`src/rtl/usb_ep_pkg.sv`:
```
package usb_ep_pkg;

  typedef enum logic [1:0] {
    PID_OUT   = 2'd0,
    PID_IN    = 2'd1,
    PID_SETUP = 2'd2,
    PID_NONE  = 2'd3
  } pid_e;

  typedef enum logic [2:0] {
    RSP_NONE  = 3'd0,
    RSP_ACK   = 3'd1,
    RSP_NAK   = 3'd2,
    RSP_STALL = 3'd3,
    RSP_ZLP   = 3'd4,
    RSP_DATA  = 3'd5
  } rsp_e;

  localparam int MODE_W = 4;

  localparam logic [MODE_W-1:0] MD_OFF   = 4'd0;
  localparam logic [MODE_W-1:0] MD_NAK   = 4'd1;
  localparam logic [MODE_W-1:0] MD_STALL = 4'd2;
  localparam logic [MODE_W-1:0] MD_IGN   = 4'd3;
  localparam logic [MODE_W-1:0] MD_CW    = 4'd4;
  localparam logic [MODE_W-1:0] MD_CWN   = 4'd5;
  localparam logic [MODE_W-1:0] MD_CR    = 4'd6;
  localparam logic [MODE_W-1:0] MD_CRN   = 4'd7;

endpackage

```
`src/rtl/usb_ep_decide.sv`:
```
module usb_ep_decide
  import usb_ep_pkg::*;
#(
  parameter int CNT_W      = 4,
  parameter int SETUP_MAX  = 10,
  parameter int STATUS_CNT = 2
) (
  input  pid_e              pid,
  input  logic [CNT_W-1:0]  cnt,
  input  logic              dval,
  input  logic [MODE_W-1:0] mode,
  output rsp_e              rsp,
  output logic              upd_data,
  output logic              set_setup,
  output logic              set_in,
  output logic              set_out,
  output logic              set_ack,
  output logic              clr_mode,
  output logic              irq
);

  localparam logic [CNT_W-1:0] DATA_MAX = CNT_W'(SETUP_MAX);
  localparam logic [CNT_W-1:0] STAT_LEN = CNT_W'(STATUS_CNT);

  logic in_tok, out_tok, fits, status_ok, live;

  assign in_tok    = (pid == PID_IN);
  assign out_tok   = (pid == PID_OUT);
  assign fits      = (cnt <= DATA_MAX) && dval;
  assign status_ok = (cnt == STAT_LEN) && dval;
  assign live      = (mode != MD_OFF) && (mode <= MD_CRN);

  always_comb begin
    rsp       = RSP_NONE;
    upd_data  = 1'b0;
    set_setup = 1'b0;
    set_in    = 1'b0;
    set_out   = 1'b0;
    set_ack   = 1'b0;
    clr_mode  = 1'b0;
    irq       = 1'b0;
    if (pid == PID_SETUP) begin
      if (live) begin
        upd_data  = 1'b1;
        set_setup = 1'b1;
        irq       = 1'b1;
        if (fits) begin
          rsp      = RSP_ACK;
          set_ack  = 1'b1;
          clr_mode = 1'b1;
        end
      end
    end else if (in_tok || out_tok) begin
      case (mode)
        MD_NAK, MD_STALL: begin
          rsp     = (mode == MD_NAK) ? RSP_NAK : RSP_STALL;
          set_in  = in_tok;
          set_out = out_tok;
          irq     = 1'b1;
        end
        MD_CW, MD_CWN: begin
          if (in_tok) begin
            rsp    = RSP_ZLP;
            set_in = 1'b1;
            irq    = 1'b1;
          end else if (mode == MD_CWN) begin
            rsp     = RSP_NAK;
            set_out = 1'b1;
            irq     = 1'b1;
          end else if (fits) begin
            rsp      = RSP_ACK;
            upd_data = 1'b1;
            set_out  = 1'b1;
            set_ack  = 1'b1;
            irq      = 1'b1;
          end
        end
        MD_CR, MD_CRN: begin
          irq = 1'b1;
          if (in_tok) begin
            rsp    = (mode == MD_CR) ? RSP_DATA : RSP_NAK;
            set_in = 1'b1;
          end else if (status_ok) begin
            rsp      = RSP_ACK;
            upd_data = 1'b1;
            set_out  = 1'b1;
            set_ack  = 1'b1;
          end else begin
            rsp     = RSP_STALL;
            set_out = 1'b1;
          end
        end
        default: rsp = RSP_NONE;
      endcase
    end
  end

endmodule

```
`src/rtl/usb_ep_regs.sv`:
```
module usb_ep_regs
  import usb_ep_pkg::*;
#(
  parameter int CNT_W = 4
) (
  input  logic              clk,
  input  logic              rst_n,
  input  logic              eng,
  input  logic              upd_data,
  input  logic              set_setup,
  input  logic              set_in,
  input  logic              set_out,
  input  logic              set_ack,
  input  logic              clr_mode,
  input  logic [CNT_W-1:0]  tok_cnt,
  input  logic              tok_tog,
  input  logic              fw_sel,
  input  logic              fw_wr,
  input  logic              fw_rd,
  input  logic [7:0]        fw_wdata,
  output logic [MODE_W-1:0] mode_q,
  output logic [CNT_W-1:0]  cnt_q,
  output logic              tog_q,
  output logic              setup_f,
  output logic              locked,
  output logic [7:0]        fw_rdata
);

  localparam int PAD_W = 7 - CNT_W;

  logic in_f, out_f, ack_f;

  always_ff @(posedge clk) begin
    if (!rst_n) begin
      mode_q  <= MD_OFF;
      cnt_q   <= '0;
      tog_q   <= 1'b0;
      setup_f <= 1'b0;
      in_f    <= 1'b0;
      out_f   <= 1'b0;
      ack_f   <= 1'b0;
      locked  <= 1'b0;
    end else if (eng) begin
      if (upd_data) begin
        cnt_q <= tok_cnt;
        tog_q <= tok_tog;
      end
      if (set_setup) setup_f <= 1'b1;
      if (set_in)    in_f    <= 1'b1;
      if (set_out)   out_f   <= 1'b1;
      if (set_ack)   ack_f   <= 1'b1;
      if (clr_mode)  mode_q  <= MD_OFF;
      locked <= 1'b1;
    end else begin
      if (fw_wr && !locked) begin
        if (!fw_sel) begin
          {setup_f, in_f, out_f, ack_f, mode_q} <= fw_wdata;
        end else begin
          tog_q <= fw_wdata[7];
          cnt_q <= fw_wdata[CNT_W-1:0];
        end
      end
      if (fw_rd && !fw_sel) locked <= 1'b0;
    end
  end

  assign fw_rdata = fw_sel ? {tog_q, {PAD_W{1'b0}}, cnt_q}
                           : {setup_f, in_f, out_f, ack_f, mode_q};

endmodule

```
`src/rtl/usb_ep_handshake.sv`:
```
module usb_ep_handshake
  import usb_ep_pkg::*;
#(
  parameter int CNT_W      = 4,
  parameter int SETUP_MAX  = 10,
  parameter int STATUS_CNT = 2
) (
  input  logic             clk,
  input  logic             rst_n,
  input  logic             tok_valid,
  input  logic [1:0]       tok_pid,
  input  logic [CNT_W-1:0] tok_cnt,
  input  logic             tok_dval,
  input  logic             tok_tog,
  output logic             resp_valid,
  output logic [2:0]       resp_code,
  output logic             ep_irq,
  input  logic             fw_sel,
  input  logic             fw_wr,
  input  logic             fw_rd,
  input  logic [7:0]       fw_wdata,
  output logic [7:0]       fw_rdata
);

  pid_e              pid;
  rsp_e              rsp;
  logic              upd_data, set_setup, set_in, set_out, set_ack, clr_mode, irq;
  logic              event_ok, eng, irq_pend;
  logic [MODE_W-1:0] mode_cur;
  logic [CNT_W-1:0]  cnt_cur;
  logic              tog_cur, setup_f, locked;

  assign pid      = pid_e'(tok_pid);
  assign event_ok = tok_valid && (pid != PID_NONE);
  assign eng      = event_ok && irq;

  usb_ep_decide #(
    .CNT_W(CNT_W), .SETUP_MAX(SETUP_MAX), .STATUS_CNT(STATUS_CNT)
  ) decide_i (
    .pid(pid), .cnt(tok_cnt), .dval(tok_dval), .mode(mode_cur),
    .rsp(rsp), .upd_data(upd_data), .set_setup(set_setup), .set_in(set_in),
    .set_out(set_out), .set_ack(set_ack), .clr_mode(clr_mode), .irq(irq)
  );

  usb_ep_regs #(.CNT_W(CNT_W)) regs_i (
    .clk(clk), .rst_n(rst_n), .eng(eng), .upd_data(upd_data),
    .set_setup(set_setup), .set_in(set_in), .set_out(set_out),
    .set_ack(set_ack), .clr_mode(clr_mode), .tok_cnt(tok_cnt),
    .tok_tog(tok_tog), .fw_sel(fw_sel), .fw_wr(fw_wr), .fw_rd(fw_rd),
    .fw_wdata(fw_wdata), .mode_q(mode_cur), .cnt_q(cnt_cur), .tog_q(tog_cur),
    .setup_f(setup_f), .locked(locked), .fw_rdata(fw_rdata)
  );

  always_ff @(posedge clk) begin
    if (!rst_n) begin
      resp_valid <= 1'b0;
      resp_code  <= RSP_NONE;
      irq_pend   <= 1'b0;
      ep_irq     <= 1'b0;
    end else begin
      resp_valid <= event_ok;
      resp_code  <= event_ok ? rsp : RSP_NONE;
      irq_pend   <= eng;
      ep_irq     <= irq_pend;
    end
  end

endmodule

```
`config.mk`:
```
export PLATFORM = sky130hd
export DESIGN_NAME = usb_ep_handshake
export DESIGN_NICKNAME = d
export VERILOG_FILES = /design/src/rtl/usb_ep_pkg.sv /design/src/rtl/usb_ep_decide.sv /design/src/rtl/usb_ep_regs.sv /design/src/rtl/usb_ep_handshake.sv
export SDC_FILE = /design/constraint.sdc
export NUM_CORES = 1
export LEC_CHECK = 0
export ABC_AREA = 1
export BUFFER_PORTS_ARGS = -buffer_cell sky130_fd_sc_hd__buf_2
export CAP_MARGIN = 20
export CORE_MARGIN = 4
export CORE_UTILIZATION = 50
export CTS_CLUSTER_DIAMETER = 200
export CTS_CLUSTER_SIZE = 25
export DETAILED_ROUTE_END_ITERATION = 8
export GPL_TIMING_DRIVEN = 0
export HOLD_SLACK_MARGIN = 0.05
export PLACE_DENSITY = 0.78
export SLEW_MARGIN = 20
export SYNTH_ARGS = -nofsm -noshare
export SYNTH_HDL_FRONTEND = slang
export SYNTH_SLANG_ARGS = --single-unit
```
`constraint.sdc`:
```
create_clock -name clk -period 1.61 [get_ports clk]
set_input_delay 0.161 -clock clk [delete_from_list [all_inputs] [get_ports clk]]
set_output_delay 0.161 -clock clk [all_outputs]
set_load 0.02 [all_outputs]
```
* Word level (Yosys, flattened, before mapping)
Cells that the tools add are included.
** Storage, ports and cells
- Flip-flop bits (word level) :: 20
- Bits of input ports :: 22
- Output and inout bits :: 13
- Logic and storage cells :: 127
** Cells by class
- Order comparisons :: 2
- Eq/ne operators :: 17
- Mux-type cells :: 69
- Reduce and logical (&&, ||, !) cells :: 27
** Operator list (count)
- two-way mux 1 bit :: 47
- two-way mux 4 bit :: 8
- two-way mux 3 bit :: 7
- AND reduction 3 bit :: 6
- == test 4 x 3 -> 1 bit (second input constant) :: 4
- inequality test 2 x 1 -> 1 bit (second input constant) :: 6
- case mux 3 bit (3 select lines) :: 1
- == test 4 x 2 -> 1 bit (second input constant) :: 2
- two-way mux 8 bit :: 1
- OR reduction 4 bit :: 2
- logical AND 1 bit :: 7
- case mux 1 bit (2 select lines) :: 3
- nonzero test 2 bit :: 3
- OR reduction 2 bit :: 3
- == test 4 x 1 -> 1 bit (second input constant) :: 1
- <= comparator 4 x 3 -> 1 bit (second input constant) :: 1
- <= comparator 4 bit (second input constant) :: 1
- inequality test 2 bit (second input constant) :: 2
- nonzero test 4 bit :: 1
- case mux 1 bit (3 select lines) :: 1
- == test 2 x 1 -> 1 bit (second input constant) :: 1
- == test 2 bit (second input constant) :: 1
- zero test 1 bit :: 2
- zero test 2 bit :: 1
- 3 further kinds :: 3

* Longest topological paths before layout
- Word-level depth :: 11
- Gate-level depth with buffers :: 15
- Depth with buffers taken out :: 15

* Modules after synthesis
Synthesis repeated with hierarchy kept, for this count alone.
** Unflattened totals
- Cells, all modules :: 240
- Area, all modules :: 1417.6 µm²
** Modules (own cells, without submodules)
- usb_ep_regs :: times used 1, cells an instance 147, area each 923.4 µm², sequential area each 280.3 µm²
- usb_ep_decide :: times used 1, cells an instance 72, area each 309.0 µm², sequential area each 0.0 µm²
- usb_ep_handshake :: times used 1, cells an instance 21, area each 185.2 µm², sequential area each 120.1 µm²

* Worst setup path before layout
OpenSTA, ideal clock, no wires.
- Path type :: register -> register
- Start :: register regs_i.mode_q[0]
- End :: register regs_i.cnt_q[3]
- Library setup time :: 113 ps
- Arrival :: 1379 ps
- Data required time :: 1497 ps
- Path slack :: 118 ps
- Cell stages (with the launch flop) :: 15
- Path buffers :: 1
- Clock period less this slack :: 1492 ps
- Path through :: dfxtp_1 inv_2 nor2_4 nand2_1 nand2_1 nor2_2 nand2_1 nand2_2 nand2_2 nand2_4 buf_6 nand2_1 nand2_1 nor2_1 nor2_1
** On the way
- Cells in the longest elaborated chain, start to end :: 9
- Elaborated cells on any way between the ends :: 29
- Those cells by class :: order compare (1); eq/ne (7); mux (12); reduce/logical (9)
** RTL lines
- start, declared :: RTL line usb_ep_regs.sv:21 : output logic [MODE_W-1:0] mode_q,
- start signal, assigned :: RTL line usb_ep_regs.sv:57 : {setup_f, in_f, out_f, ack_f, mode_q} <= fw_wdata;
- == test 4 x 3 -> 1 bit :: RTL line usb_ep_decide.sv:54, usb_ep_decide.sv:66
- two-way mux 1 bit :: RTL line usb_ep_decide.sv:66 : end else if (mode == MD_CWN) begin
- two-way mux 1 bit :: RTL line usb_ep_decide.sv:62 : if (in_tok) begin
- case mux 1 bit (2 select lines) :: RTL line usb_ep_decide.sv:54 : case (mode)
- two-way mux 1 bit :: RTL line usb_ep_decide.sv:53 : end else if (in_tok || out_tok) begin
- two-way mux 1 bit :: RTL line usb_ep_decide.sv:42 : if (pid == PID_SETUP) begin
- logical AND 1 bit :: RTL line usb_ep_handshake.sv:35 : assign eng = event_ok && irq;
- inequality test 2 x 1 -> 1 bit (no source line) / nonzero test 2 bit (equally long branches)
- AND reduction 3 bit (no source line)
- end signal, assigned :: RTL line usb_ep_regs.sv:45 : cnt_q <= tok_cnt;
- end signal, assigned :: RTL line usb_ep_regs.sv:60 : cnt_q <= fw_wdata[CNT_W-1:0];
- end, declared :: RTL line usb_ep_regs.sv:22 : output logic [CNT_W-1:0] cnt_q,
Several ways; a longest one is shown, not always the timed one.
A chain may end at the register's enable or synchronous reset.

* Worst setup path in the final report
- Start :: register regs_i.mode_q[3]
- End :: register regs_i.mode_q[3]
** On the way
- Cells in the longest elaborated chain, start to end :: 9
- Elaborated cells on any way between the ends :: 25
- Those cells by class :: order compare (1); eq/ne (8); mux (9); reduce/logical (7)
** RTL lines (RTL line)
- == test 4 x 3 -> 1 bit :: usb_ep_decide.sv:54, usb_ep_decide.sv:66
- two-way mux 1 bit :: usb_ep_decide.sv:66
- two-way mux 1 bit :: usb_ep_decide.sv:62
- case mux 1 bit (2 select lines) :: usb_ep_decide.sv:54
- two-way mux 1 bit :: usb_ep_decide.sv:53
- two-way mux 1 bit :: usb_ep_decide.sv:42
- logical AND 1 bit :: usb_ep_handshake.sv:35
- inequality test 2 bit (no source line) (tied with other cells)
- AND reduction 3 bit (no source line)
Several ways; a longest one is shown, not always the timed one.

==> results.py <==
metrics = {
    "routing": {
        "drt_first_iter_violations": 117,
        "route.vias.total": 1518,
        "dr.pass1.iters": 4,
        "finalWirelength_um": 3780,
        "route.detailed.vias_per_inst": 5.58,
        "route.detailed.drc": 0,
        "drt-wirelength-per-cell_um": 13.9,
        "postRouteAntennaNets": 0,
    },
    "finish": {
        "layout-drive-gt1-share": 0.385,
        "mostFrequentLayoutCells": "46 x nand2_1, 35 x buf_2, 24 x nor2_1",
        "finish.net_count": 268,
        "fin_util": 0.736,
        "most_common_cell_after_layout_fill_and_taps_aside": "nand2_1",
        "n_fill_cell": 194,
        "antenna-diode-count": 0,
        "area_delta_synth_final_pct": 37.8,
    },
    "global_routing": {
        "grtUsageTotal": 0.222,
        "first_global_vias": 1416,
        "initial_antenna_violation_count": 0,
        "grt_pass1_wl_um": 5760,
        "maximum_number_of_pins_on_one_net_before_global_route_repair": 11,
        "globalRouteOverflowTotal": 0,
    },
    "critical_path": {
        "slowest_stage": "dfxtp_4",
        "critical_path_class": "reg -> reg",
        "crit_chain": "nor2_4 -> nand3_2 -> nand2_2 -> nor2_2 -> nand2_1 -> nand2_2 -> nand2_4 -> nand2_8 -> nand2_2 -> nand2_4 -> a21oi_1 -> nor2_1",
        "ff_to_ff_path_depth": 12,
        "path_max_fanout": 8,
        "worstReg2RegStart": "regs_i.mode_q[3]$_SDFFE_PN0P_",
        "critPathMaxStageDelay_ns": 0.39,
        "crit_start": "regs_i.mode_q[3]$_SDFFE_PN0P_",
        "critPathMostFrequentCell": "nand2_2",
        "startpoint_type": "flip-flop",
        "setup.worst_path.end_class": "flip-flop",
        "cpLargestDelayFamily": "simple AND/OR/NAND/NOR gates",
        "crit_arrival_ns": 1.94,
        "critical_path_rt_ns": 1.81,
        "crit_cells": 12,
        "timing.critical_path.buf_inv": 0,
    },
    "sta": {
        "clock.fmax_ghz": 0.576,
        "grt_setup_unrepaired": "yes",
        "post-route-worst-setup-slack_ns": -0.125,
        "final.setup_skew_ns": 0.00169,
        "setup_violations": 12,
        "maxSlewHeadroom": 0.647,
        "hold_viol": 0,
        "worst_pin_slew_ns": 0.516,
        "setup_total_negative_slack_ns": -1.24,
        "minimum_clock_period_after_layout_ns": 1.74,
        "finalCritPeriodShare": 1.08,
        "drv_slew": 0,
    },
    "outcome": {
        "status": "finished with violations",
        "violations_in_the_final_reports": "setup timing",
    },
    "yosys": {
        "seq_area_frac_synth": 0.336,
        "syn_inst": 194,
        "ys_warn_count": 0,
        "synth_area_um2": 1190,
        "synthesis.nets": 216,
        "ys_ff_latch": 20,
        "post_synth.cell_area_avg_um2": 6.15,
        "netlist-cell-type-count": 25,
    },
    "clocking": {
        "cts_tree": "yes",
        "count_of_hold_fix_buffers_inserted_at_cts": 0,
        "clk-insertion-delay-late_ns": 0.30,
        "cts_root_cell": "clkbuf_4",
        "htree_num_levels": 1,
        "clkTransAtPathRegs_ns": 0.11,
        "cts-root-to-sink-buffers": 2,
        "cts-buffers-inserted": 3,
        "clkSinkCount": 20,
    },
    "flow_run": {
        "max_cap_violations": 0,
    },
    "floorplanning": {
        "start_util": 0.534,
        "core_area_um2": 2230,
        "pin_count": 35,
        "die-height_um": 56.8,
        "fp.dieArea_um2": 3230,
        "die_width_um": 56.8,
        "floorplan.rows": 17,
    },
    "min_path": {
        "min-delay-path-class": "in -> reg",
        "hold_path_startpoint": "fw_wdata[5]",
        "min_delay_path_depth": 3,
    },
    "placement": {
        "gp_congestion": 0.955,
        "io_buffer_count": 34,
        "place_hpwl_um": 2460,
    },
    "power_and_ir_drop": {
        "power_density_nw_per_um2": 810,
        "ir_drop_v": 0.000559,
        "total_leakage_power_uw": 0.000825,
    },
}
[where the power goes]
part | leakage, uW | internal [uW] | switching (uW)
Sequential | 0.000167 | 541 | 34.0
Combinational | 0.000644 | 197 | 321
Clock | 0.0000138 | 87.3 | 150
[cells in the mapped netlist (all sizes together)]
master / number / share of area
a41oi: 1 / 0.0073
o311ai: 1 / 0.0073
nor3: 3 / 0.013
buf: 1 / 0.0094
a21oi: 10 / 0.045
a2111oi: 1 / 0.0073
inv: 27 / 0.085
dfxtp: 20 / 0.34
nand4: 2 / 0.010
o21ai: 15 / 0.069
o211ai: 2 / 0.013
or2: 2 / 0.010
clkbuf: 2 / 0.0063
nor2: 33 / 0.12
nand2: 62 / 0.21
nand3: 11 / 0.046
nand3b: 1 / 0.0063
[registers in the layout, indices dropped and copies added, names as in the netlist]
name            flops
regs_i.locked       1
regs_i.in_f         1
regs_i.cnt_q        4
regs_i.ack_f        1
ep_irq              1
regs_i.setup_f      1
regs_i.mode_q       4
regs_i.tog_q        1
irq_pend            1
resp_code           3
regs_i.out_f        1
resp_valid          1
[worst register-to-register path, stage by stage, from the launching register on]
cell     delay, ns
dfxtp_4       0.39
nor2_4        0.16
nand3_2       0.12
nand2_2       0.12
nor2_2        0.05
nand2_1       0.09
nand2_2       0.10
nand2_4       0.10
nand2_8       0.09
nand2_2       0.12
nand2_4       0.09
a21oi_1       0.16
nor2_1        0.06
[stage by stage]
step | hold WS [ns] | cells | cell area [um^2] | power [uW] | worst slack, ns
detailed placement | 0.407 | 256 | 1400 | 964 | -0.0914
CTS | 0.101 | 267 | 1530 | 1240 | -0.0128
global placement | 0.394 | 256 | 1400 | 953 | -0.0482
finish | 0.0893 | 272 | 1640 | 1330 | -0.125
floorplan | 0.281 | 194 | 1190 | 852 | 0.118
global route | 0.116 | 272 | 1640 | 1410 | -0.293
[layer usage]
metal | vias to the layer above | GRT usage | part of all wire
met5 | - | 0 | 0
met2 | 107 | 0.398 | 0.49
met4 | 0 | 0.0960 | 0.047
li1 | 722 | - | -
met3 | 25 | 0.0345 | 0.089
met1 | 664 | 0.258 | 0.37
[kinds of logic after synthesis]
kind of cell / synth area share
AND/OR/NAND/NOR: 0.414
flip-flops: 0.336
AO/OA/AOI/OAI: 0.149
buffers and inverters: 0.101
[cell type report]
cell class,instances,area [um^2],share of cell area
flip-flops and latches,20,415,0.253
plain buffers,3,18.8,0.0114
inverters,27,111,0.0678
repair buffers,47,265,0.161
clock buffers,3,22.5,0.0137
well taps,28,35.0,0.0213
multi-input cells,144,774,0.471
[repair_timing]
action | CTS | global route
gates resized for setup | 18 | 23
pin swaps | 2 | 9
buffers inserted | 7 | 5
cloned | 1 | 0
endpoints found under the setup margin | 13 | 15
[final timing paths]
path | slack, ns | to
min reg2reg | 0.43 | ep_irq$_SDFF_PN0_
max | -0.13 | regs_i.mode_q[3]$_SDFFE_PN0P_
min | 0.09 | regs_i.out_f$_SDFFE_PN0P_
max reg2reg | -0.13 | regs_i.mode_q[3]$_SDFFE_PN0P_
Power figures use the tool's default switching activity.
